**config.mk**
```make
export PLATFORM = sky130hd
export DESIGN_NAME = clkmode_seq
export DESIGN_NICKNAME = d
export VERILOG_FILES = /design/src/rtl/clkmode_pkg.sv /design/src/rtl/lock_prescaler.sv /design/src/rtl/lock_countdown.sv /design/src/rtl/clkmode_seq.sv
export SDC_FILE = /design/constraint.sdc
export NUM_CORES = 1
export LEC_CHECK = 0
export ABC_AREA = 1
export ABC_CLOCK_PERIOD_IN_PS = 2500
export CAP_MARGIN = 0
export CORE_MARGIN = 2
export CORE_UTILIZATION = 54
export CTS_BUF_LIST = sky130_fd_sc_hd__clkbuf_4 sky130_fd_sc_hd__clkbuf_8
export DETAILED_ROUTE_END_ITERATION = 7
export GPL_TIMING_DRIVEN = 0
export HOLD_SLACK_MARGIN = 0.05
export PLACE_DENSITY = 0.88
export RECOVER_POWER = 50
export SLEW_MARGIN = 15
export SYNTH_ARGS = -nofsm -noshare
export SYNTH_HDL_FRONTEND = slang
export SYNTH_SLANG_ARGS = --single-unit
```
**constraint.sdc**
```tcl
create_clock -name clk -period 2.5 [get_ports clk]
set_input_delay 0.375 -clock clk [delete_from_list [all_inputs] [get_ports clk]]
set_output_delay 0.375 -clock clk [all_outputs]
set_load 0.005 [all_outputs]
```
**src/rtl/clkmode_pkg.sv**
```systemverilog
package clkmode_pkg;

    localparam int WORD_W      = 16;
    localparam int LOCK_CNT_W  = 8;
    localparam int LOCK_PRE_W  = 4;
    localparam int F_NDIV      = 1;
    localparam int F_CNT_LO    = 3;
    localparam logic [2:0] CODE_PLL1 = 3'b101;

    typedef enum logic [1:0] {
        CM_DIV  = 2'd0,
        CM_LOCK = 2'd1,
        CM_PLL  = 2'd2
    } cm_state_e;

    typedef struct packed {
        logic [WORD_W-1:1] ctl;
        cm_state_e         state;
        logic              osc_en;
        logic              stop;
    } boot_cfg_t;

    function automatic boot_cfg_t decode_pins(input logic [2:0] code);
        boot_cfg_t        cfg;
        logic [WORD_W-1:0] word;
        cfg.state  = CM_DIV;
        cfg.osc_en = 1'b0;
        cfg.stop   = 1'b0;
        unique case (code)
            3'b000: word = 16'h0000;
            3'b001: word = 16'h1000;
            3'b010: word = 16'h2000;
            3'b011: begin word = 16'h0000; cfg.stop = 1'b1; end
            3'b100: begin word = 16'h4000; cfg.osc_en = 1'b1; end
            3'b101: begin word = 16'h0007; cfg.state = CM_PLL; end
            3'b110: word = 16'h6000;
            default: begin word = 16'h7000; cfg.osc_en = 1'b1; end
        endcase
        cfg.ctl = word[WORD_W-1:1];
        return cfg;
    endfunction

endpackage

```
**src/rtl/lock_prescaler.sv**
```systemverilog
module lock_prescaler #(
    parameter int PRE_W = 4
) (
    input  logic clk,
    input  logic rst,
    input  logic clr,
    input  logic run,
    output logic tick
);
    localparam logic [PRE_W-1:0] PRE_LAST = {PRE_W{1'b1}};

    logic [PRE_W-1:0] phase_q;

    always_ff @(posedge clk) begin
        if (rst || clr) begin
            phase_q <= '0;
        end else if (run) begin
            phase_q <= phase_q + 1'b1;
        end
    end

    assign tick = run && (phase_q == PRE_LAST);
endmodule

```
**src/rtl/lock_countdown.sv**
```systemverilog
module lock_countdown #(
    parameter int CNT_W = 8
) (
    input  logic             clk,
    input  logic             rst,
    input  logic             load,
    input  logic [CNT_W-1:0] preset,
    input  logic             step,
    output logic             zero
);
    logic [CNT_W-1:0] left_q;

    always_ff @(posedge clk) begin
        if (rst) begin
            left_q <= '0;
        end else if (load) begin
            left_q <= preset;
        end else if (step && (left_q != '0)) begin
            left_q <= left_q - 1'b1;
        end
    end

    assign zero = (left_q == '0);
endmodule

```
**src/rtl/clkmode_seq.sv**
```systemverilog
module clkmode_seq
    import clkmode_pkg::*;
#(
    parameter int CNT_W = LOCK_CNT_W,
    parameter int PRE_W = LOCK_PRE_W
) (
    input  logic              clk,
    input  logic              rst,
    input  logic [2:0]        mode_pins,
    input  logic              wr_en,
    input  logic [WORD_W-1:0] wr_data,
    output logic [WORD_W-1:0] mode_reg,
    output logic              pll_sel,
    output logic              lock_busy,
    output logic              osc_en,
    output logic              stop_mode
);
    localparam int CNT_HI = F_CNT_LO + CNT_W - 1;

    boot_cfg_t         boot;
    logic [WORD_W-1:1] ctl_q;
    cm_state_e         st_q;
    logic              osc_q;
    logic              stop_q;
    logic              req_pll;
    logic              start_lock;
    logic              pre_tick;
    logic              tmr_zero;
    logic              wr_bit0_unused;

    assign boot           = decode_pins(mode_pins);
    assign req_pll        = wr_data[F_NDIV];
    assign start_lock     = wr_en && req_pll && (st_q == CM_DIV);
    assign wr_bit0_unused = wr_data[0];

    always_ff @(posedge clk) begin
        if (rst) begin
            ctl_q  <= boot.ctl;
            st_q   <= boot.state;
            osc_q  <= boot.osc_en;
            stop_q <= boot.stop;
        end else begin
            if (wr_en) begin
                ctl_q <= wr_data[WORD_W-1:1];
            end
            if (wr_en && !req_pll) begin
                st_q <= CM_DIV;
            end else if (start_lock) begin
                st_q <= CM_LOCK;
            end else if ((st_q == CM_LOCK) && tmr_zero) begin
                st_q <= CM_PLL;
            end
        end
    end

    lock_prescaler #(.PRE_W(PRE_W)) pre_i (
        .clk  (clk),
        .rst  (rst),
        .clr  (start_lock),
        .run  (st_q == CM_LOCK),
        .tick (pre_tick)
    );

    lock_countdown #(.CNT_W(CNT_W)) cnt_i (
        .clk    (clk),
        .rst    (rst),
        .load   (start_lock),
        .preset (wr_data[CNT_HI:F_CNT_LO]),
        .step   (pre_tick),
        .zero   (tmr_zero)
    );

    assign pll_sel   = (st_q == CM_PLL);
    assign lock_busy = (st_q == CM_LOCK);
    assign mode_reg  = {ctl_q, pll_sel};
    assign osc_en    = osc_q;
    assign stop_mode = stop_q;
endmodule

```
==> metrics.txt, run 1 <==
# TYPE chip_impl_metric gauge
chip_impl_info{name="run_status",value="finished clean"} 1
chip_impl_metric{name="post_drt_wl_per_cell",unit="µm"} 13.0
chip_impl_metric{name="postRouteAntennaNets",unit=""} 0
chip_impl_metric{name="portbufs",unit=""} 40
chip_impl_metric{name="critical_path_peak_fanout",unit=""} 15
chip_impl_info{name="cts_tree",value="done"} 1
chip_impl_metric{name="placementRows",unit=""} 19
chip_impl_metric{name="finalCriticalPeriod",unit="ns"} 2.17
chip_impl_metric{name="grt_first_pass_wirelength",unit="µm"} 5870
chip_impl_info{name="most_common_cell_after_layout_fill_and_taps_aside",value="nand2_1"} 1
chip_impl_info{name="clk_root_buffer_cell",value="clkbuf_4"} 1
chip_impl_metric{name="pwr_density_cell",unit="mW/mm²"} 588
chip_impl_metric{name="post_cts_buffers",unit=""} 0
chip_impl_metric{name="worstPathRequired",unit="ns"} 2.47
chip_impl_metric{name="die_boundary_height",unit="µm"} 58.2
chip_impl_metric{name="vdd.ir_drop.worst",unit="V"} 0.000558
chip_impl_metric{name="clock_power_share",unit="%"} 30.5
chip_impl_metric{name="syn_nets",unit=""} 219
chip_impl_info{name="final_cell_mix",value="nand2_1 (42), clkdlybuf4s50_1 (34), nor2_1 (32), inv_1 (30), edfxtp_1 (19)"} 1
chip_impl_metric{name="timing.final.hold_violations",unit=""} 0
chip_impl_metric{name="setup_violations_final",unit=""} 0
chip_impl_metric{name="netlist-cell-type-count",unit=""} 27
chip_impl_metric{name="p_leak",unit="nW"} 0.931
chip_impl_metric{name="final-max-slew-violation-count",unit=""} 0
chip_impl_metric{name="grt_start_max_net_pins",unit=""} 16
chip_impl_metric{name="timing.fmax",unit="MHz"} 460
chip_impl_metric{name="finalClockSkew",unit="ns"} 0.00281
chip_impl_metric{name="remaining_drc_errors",unit=""} 0
chip_impl_metric{name="drt_iter0_drc",unit=""} 72
chip_impl_info{name="hold_class",value="flip-flop to flip-flop"} 1
chip_impl_metric{name="via_count",unit=""} 1431
chip_impl_metric{name="cts_resized",unit=""} 0
chip_impl_info{name="grt_setup_unrepaired",value="false"} 1
chip_impl_metric{name="ys_ff_latch",unit=""} 31
chip_impl_metric{name="int_pwr",unit="mW"} 0.920
chip_impl_metric{name="syn_inst",unit=""} 194
chip_impl_metric{name="first_global_vias",unit=""} 1370
chip_impl_metric{name="holdWs",unit="ns"} 0.480
chip_impl_metric{name="setup_ws",unit="ns"} 0.326
chip_impl_metric{name="layout-area-overhead-vs-synth",unit="%"} 31.7
chip_impl_metric{name="ratio_of_routed_vias_to_standard_cells",unit=""} 5.22
chip_impl_metric{name="ioPinCount",unit=""} 42
chip_impl_metric{name="cts.htree.levels",unit=""} 2
chip_impl_metric{name="final_period_utilization",unit="%"} 87.0
chip_impl_metric{name="clock-sinks",unit=""} 31
chip_impl_metric{name="fp.dieArea",unit="mm²"} 0.00338
chip_impl_metric{name="synthesis.area",unit="mm²"} 0.00158
chip_impl_metric{name="clk_pin_slew_worst_setup_hold_paths",unit="ns"} 0.09
chip_impl_info{name="timing_worst_setup_path_type",value="input port to flip-flop"} 1
chip_impl_metric{name="clockBufferDepth",unit=""} 2
chip_impl_metric{name="syn_area_per_cell",unit="µm²"} 8.17
chip_impl_metric{name="wirelength",unit="µm"} 3550
chip_impl_metric{name="cts_inserted_buffers",unit=""} 5
chip_impl_metric{name="netSwitchingPower",unit="mW"} 0.306
chip_impl_metric{name="drt_pre_antenna_iters",unit=""} 4
chip_impl_metric{name="post_route_cells_drive_above_1_share",unit="%"} 7.44
chip_impl_metric{name="pwr-share-seq",unit="%"} 49.2
chip_impl_metric{name="yosysSeqAreaShare",unit="%"} 51.2
chip_impl_metric{name="finish.net_count",unit=""} 266
chip_impl_metric{name="gr-total-overflow",unit=""} 0
chip_impl_info{name="cp_launch_type",value="input port"} 1
chip_impl_metric{name="cts.hold.buffers_added",unit=""} 0
chip_impl_metric{name="worst-slew-pin-transition",unit="ns"} 0.609
chip_impl_metric{name="worst-endpoint-arrival",unit="ns"} 2.15
chip_impl_metric{name="number_of_warnings_reported_in_the_yosys_synthesis_log",unit=""} 0
chip_impl_metric{name="antenna_found_initial",unit=""} 1
chip_impl_metric{name="cap_violations",unit=""} 0
chip_impl_metric{name="starting_density_of_the_core",unit="%"} 57.0
chip_impl_metric{name="dp.final_hpwl",unit="µm"} 2680
chip_impl_metric{name="timing.slew.headroom",unit="%"} 59.3
chip_impl_metric{name="fin_setup_tns",unit="ns"} 0
chip_impl_info{name="endpoint_kind",value="flip-flop"} 1
chip_impl_metric{name="routabilityCongestion",unit=""} 0.864
chip_impl_metric{name="grtUsageTotal",unit="%"} 23.5
chip_impl_metric{name="clk-insertion-delay-late",unit="ns"} 0.33
chip_impl_metric{name="dpl_worst_slack",unit="ns"} 0.247
chip_impl_metric{name="p_sw_share",unit="%"} 25.0
chip_impl_metric{name="power.combinational.fraction",unit="%"} 20.2
chip_impl_metric{name="die_x",unit="µm"} 58.2
chip_impl_metric{name="coreArea",unit="mm²"} 0.00278
area by class of cell:
cell class | count | area [µm²]
flip-flops and latches | 31 | 811
fillers | 194 | 696
multi-input cells | 127 | 608
repair buffers | 40 | 400
inverters | 31 | 118
clock inverters | 3 | 38.8
well taps | 31 | 38.8
clock buffers | 5 | 37.5
plain buffers | 5 | 31.3
diodes | 1 | 2.50
worst max-delay path: stages:
cell and delay (ns):
dlygate4sd3_1 0.58, clkbuf_1 0.39, inv_1 0.16, buf_6 0.18, nand2_1 0.46
registers in the layout, indices dropped and copies added (netlist names):
signal and count:
st_q 2, cnt_i.left_q 8, osc_en 1, ctl_q 15, pre_i.phase_q 4, stop_mode 1
through the flow:
stage	total power [mW]	std cells	cell area (µm²)	util, %
3_3_place_gp	0.863	265	2020	72.7
2_1_floorplan	0.747	194	1580	-
5_1_grt	1.29	274	2090	75.0
4_1_cts	1.25	273	2100	75.5
6_report	1.23	274	2090	75.0
3_5_place_dp	0.874	265	2020	72.7
metal layers:
| metal | track usage, % | routed length [µm] |
|---|---|---|
| met4 | 12.3 | 102 |
| met3 | 7.81 | 269 |
| met2 | 39.0 | 1760 |
| met1 | 27.0 | 1430 |
| met5 | 0 | 0 |
cell usage after synthesis (all sizes together):
master  instances  area share (%)
a211o           1            0.55
a21oi          10             3.2
a31oi           1            0.40
and3            1            0.40
buf             5             2.1
clkinv          1            0.32
dfxtp          12              15
edfxtp         19              36
ha              3             2.4
inv            30             7.1
nand2          44              11
nand3          14             4.4
nand3b          1            0.47
nand4           2            0.79
nor2           35              10
nor3            2            0.63
nor3b           1            0.47
o21ai           9             3.1
or2             1            0.40
xor2            2             1.1
power by group through the flow:
stage                     Sequential, mW  Clock [mW]  Combinational (mW)
final                              0.604       0.374               0.248
after global routing               0.608       0.409               0.276
after CTS                          0.605       0.383               0.259
after detailed placement           0.616           0               0.257
after global placement             0.613           0               0.250
after floorplan                    0.617           0               0.130
worst paths after layout:
kind | from | to | slack (ns) | depth (start not counted)
setup / recovery | rst | ctl_q[6] | 0.33 | 5
hold / removal | cnt_i.left_q[0] | cnt_i.left_q[0] | 0.48 | 2
setup reg to reg | cnt_i.left_q[0] | cnt_i.left_q[7] | 0.76 | 9
hold reg to reg | cnt_i.left_q[0] | cnt_i.left_q[0] | 0.48 | 2
cell families (layout without fill, tap and decap cells):
group	count (synthesis)	after routing	share of synthesized area, %
simple gates	101	101	28.7
buf+inv	36	84	9.48
flops	31	31	51.2
compound gates	21	21	7.19
fa+ha+maj	3	3	2.37
xor+xnor	2	2	1.11
other cells	0	1	0
Power figures use the tool's default switching activity.
==> run 2, diff against run 1 <==
Settings changed: GPL_TIMING_DRIVEN 0 to unset, SKIP_CTS_REPAIR_TIMING set to 1.
==> run 2 against run 1 <==
Net effect: global-route usage down 2.5 points; flip-flop and latch count unchanged; clock skew up 0.0061 ns; register-to-register slack better by 0.21 ns; fmax up 16%; critical path type is now flip-flop to output port; critical endpoint is now lock_busy.
==> metrics.txt, run 2 (same netlist as run 1, synthesis figures left out) <==
# TYPE chip_impl_metric gauge
chip_impl_metric{name="fp.dieArea",unit="mm²"} 0.00338
chip_impl_metric{name="clk_pin_slew_worst_setup_hold_paths",unit="ns"} 0.10
chip_impl_info{name="crit_path_cell_trace",value="inv_1 > nand2_2 > clkinv_2 > clkdlybuf4s50_1"} 1
chip_impl_info{name="cts_tree",value="done"} 1
chip_impl_info{name="grt_setup_unrepaired",value="false"} 1
chip_impl_metric{name="dp.final_hpwl",unit="µm"} 2430
chip_impl_info{name="most_common_cell_after_layout_fill_and_taps_aside",value="nand2_1"} 1
chip_impl_info{name="worst_path_dominant_cell_family",value="buffers and inverters"} 1
chip_impl_metric{name="path_depth",unit=""} 4
chip_impl_metric{name="die_boundary_height",unit="µm"} 58.2
chip_impl_metric{name="final_period_utilization",unit="%"} 75.3
chip_impl_metric{name="layout-area-overhead-vs-synth",unit="%"} 30.1
chip_impl_metric{name="coreArea",unit="mm²"} 0.00278
chip_impl_metric{name="grtUsageTotal",unit="%"} 21.0
chip_impl_metric{name="ioPinCount",unit=""} 42
chip_impl_metric{name="post_route_cells_drive_above_1_share",unit="%"} 7.08
chip_impl_metric{name="worstPathRequired",unit="ns"} 2.12
chip_impl_metric{name="worst-slew-pin-transition",unit="ns"} 0.888
chip_impl_metric{name="hold-path-cell-count",unit=""} 2
chip_impl_metric{name="number_of_diodes_added_for_antenna_fixing",unit=""} 0
chip_impl_info{name="endpoint_kind",value="output port"} 1
chip_impl_metric{name="via_count",unit=""} 1389
chip_impl_metric{name="remaining_drc_errors",unit=""} 0
chip_impl_info{name="cell_with_the_largest_stage_delay_on_the_worst_path",value="clkdlybuf4s50_1"} 1
chip_impl_metric{name="placementRows",unit=""} 19
chip_impl_metric{name="grtUsageMet2",unit="%"} 36.2
chip_impl_metric{name="finish.net_count",unit=""} 264
chip_impl_metric{name="clk-insertion-delay-late",unit="ns"} 0.33
chip_impl_metric{name="fin_setup_tns",unit="ns"} 0
chip_impl_metric{name="first_global_vias",unit=""} 1187
chip_impl_metric{name="cap_violations",unit=""} 0
chip_impl_metric{name="int_pwr",unit="mW"} 0.859
chip_impl_info{name="top_flop_regs",value="ctl_q (15), cnt_i.left_q (8), pre_i.phase_q (4)"} 1
chip_impl_metric{name="p_leak",unit="nW"} 0.913
chip_impl_metric{name="grtUsageMet1",unit="%"} 24.4
chip_impl_metric{name="drt_pre_antenna_iters",unit=""} 6
chip_impl_metric{name="max_ffs_per_register",unit=""} 15
chip_impl_metric{name="timing.slew.headroom",unit="%"} 40.8
chip_impl_info{name="registers.top_by_ff_count",value="ctl_q"} 1
chip_impl_metric{name="ratio_of_routed_vias_to_standard_cells",unit=""} 5.13
chip_impl_metric{name="clockBufferDepth",unit=""} 2
chip_impl_metric{name="power.combinational.fraction",unit="%"} 21.2
chip_impl_metric{name="netSwitchingPower",unit="mW"} 0.301
chip_impl_metric{name="p_sw_share",unit="%"} 25.9
chip_impl_metric{name="die_x",unit="µm"} 58.2
chip_impl_metric{name="drt_iter0_drc",unit=""} 72
chip_impl_metric{name="setup_violations_final",unit=""} 0
chip_impl_metric{name="final-max-slew-violation-count",unit=""} 0
chip_impl_metric{name="cts_inserted_buffers",unit=""} 5
chip_impl_metric{name="vdd.ir_drop.worst",unit="V"} 0.000523
chip_impl_metric{name="clock-sinks",unit=""} 31
chip_impl_info{name="clk_root_buffer_cell",value="clkbuf_4"} 1
chip_impl_info{name="run_status",value="finished clean"} 1
chip_impl_metric{name="clock_power_share",unit="%"} 26.8
chip_impl_metric{name="portbufs",unit=""} 40
chip_impl_metric{name="worst_path_largest_cell_delay",unit="ns"} 0.50
chip_impl_metric{name="timing.reg2reg.worst_path_depth",unit=""} 8
chip_impl_metric{name="pwr-share-seq",unit="%"} 52.0
chip_impl_metric{name="finalClockSkew",unit="ns"} 0.00891
chip_impl_metric{name="grt_start_max_net_pins",unit=""} 21
chip_impl_metric{name="timing.final.hold_violations",unit=""} 0
chip_impl_info{name="cp_launch_type",value="flip-flop"} 1
chip_impl_info{name="grt_most_used_layer",value="met2"} 1
chip_impl_metric{name="fin_total_pwr",unit="mW"} 1.16
chip_impl_metric{name="routabilityCongestion",unit=""} 0.822
chip_impl_metric{name="antenna_found_initial",unit=""} 0
chip_impl_metric{name="cts.htree.levels",unit=""} 2
chip_impl_metric{name="crit_buf_inv",unit=""} 3
chip_impl_metric{name="post_drt_wl_per_cell",unit="µm"} 12.1
chip_impl_info{name="hold_class",value="flip-flop to flip-flop"} 1
chip_impl_metric{name="worst-endpoint-arrival",unit="ns"} 1.51
chip_impl_info{name="final_cell_mix",value="nand2_1 (42), clkdlybuf4s50_1 (38), nor2_1 (31), inv_1 (30), edfxtp_1 (19)"} 1
chip_impl_metric{name="gr-total-overflow",unit=""} 0
chip_impl_metric{name="pwr_density_cell",unit="mW/mm²"} 563
chip_impl_metric{name="critical_path_peak_fanout",unit=""} 7
chip_impl_metric{name="postRouteAntennaNets",unit=""} 0
chip_impl_metric{name="wirelength",unit="µm"} 3290
chip_impl_info{name="timing_worst_setup_path_type",value="flip-flop to output port"} 1
chip_impl_metric{name="starting_density_of_the_core",unit="%"} 57.0
chip_impl_metric{name="gr_layer_usage_met3",unit="%"} 7.14
chip_impl_metric{name="timing.fmax",unit="MHz"} 531
chip_impl_metric{name="finalCriticalPeriod",unit="ns"} 1.88
chip_impl_metric{name="grt_first_pass_wirelength",unit="µm"} 5220
run 2: path summary, 6_finish.rpt:
check	start	to	slack [ns]
worst max register to register	cnt_i.left_q[0]	cnt_i.left_q[4]	0.97
worst max-delay path	st_q[1]	lock_busy	0.62
worst min-delay path	cnt_i.left_q[0]	cnt_i.left_q[0]	0.48
worst min register to register	cnt_i.left_q[0]	cnt_i.left_q[0]	0.48
run 2: metrics by stage:
step	worst slack, ns	utilization (%)	hold slack [ns]	cells	cell area [µm²]
finish	0.618	74.1	0.483	271	2060
global route	0.503	74.1	0.530	271	2060
CTS	0.615	74.6	0.476	271	2080
detailed placement	0.645	72.4	0.462	263	2010
global placement	0.682	72.4	0.452	263	2010
floorplan	1.05	-	0.441	194	1580
run 2: power groups by stage:
stage | clock (mW) | combinational (mW) | sequential, mW
finish | 0.310 | 0.246 | 0.603
global route | 0.342 | 0.271 | 0.608
CTS | 0.313 | 0.254 | 0.603
detailed placement | 0 | 0.252 | 0.615
global placement | 0 | 0.246 | 0.613
floorplan | 0 | 0.130 | 0.617
run 2: tightest hold or removal path: stages (launching register included):
cell     delay [ns]
dfxtp_1        0.32
nand2_1        0.06
a21oi_1        0.06
run 2: metal layers:
| metal | part of all wire [%] | up-vias |
|---|---|---|
| met4 | 1.8 | 0 |
| met1 | 41 | 619 |
| met3 | 6.5 | 7 |
| met2 | 50 | 53 |
| li1 | - | 710 |
| met5 | 0 | - |
run 2: layout make-up:
class | instances | area [µm²]
clock inverter | 1 | 3.75
clock buffer | 7 | 58.8
fill | 187 | 721
timing repair buffer | 43 | 415
multi-input combinational | 127 | 616
tap | 31 | 38.8
inverter | 31 | 118
sequential | 31 | 811
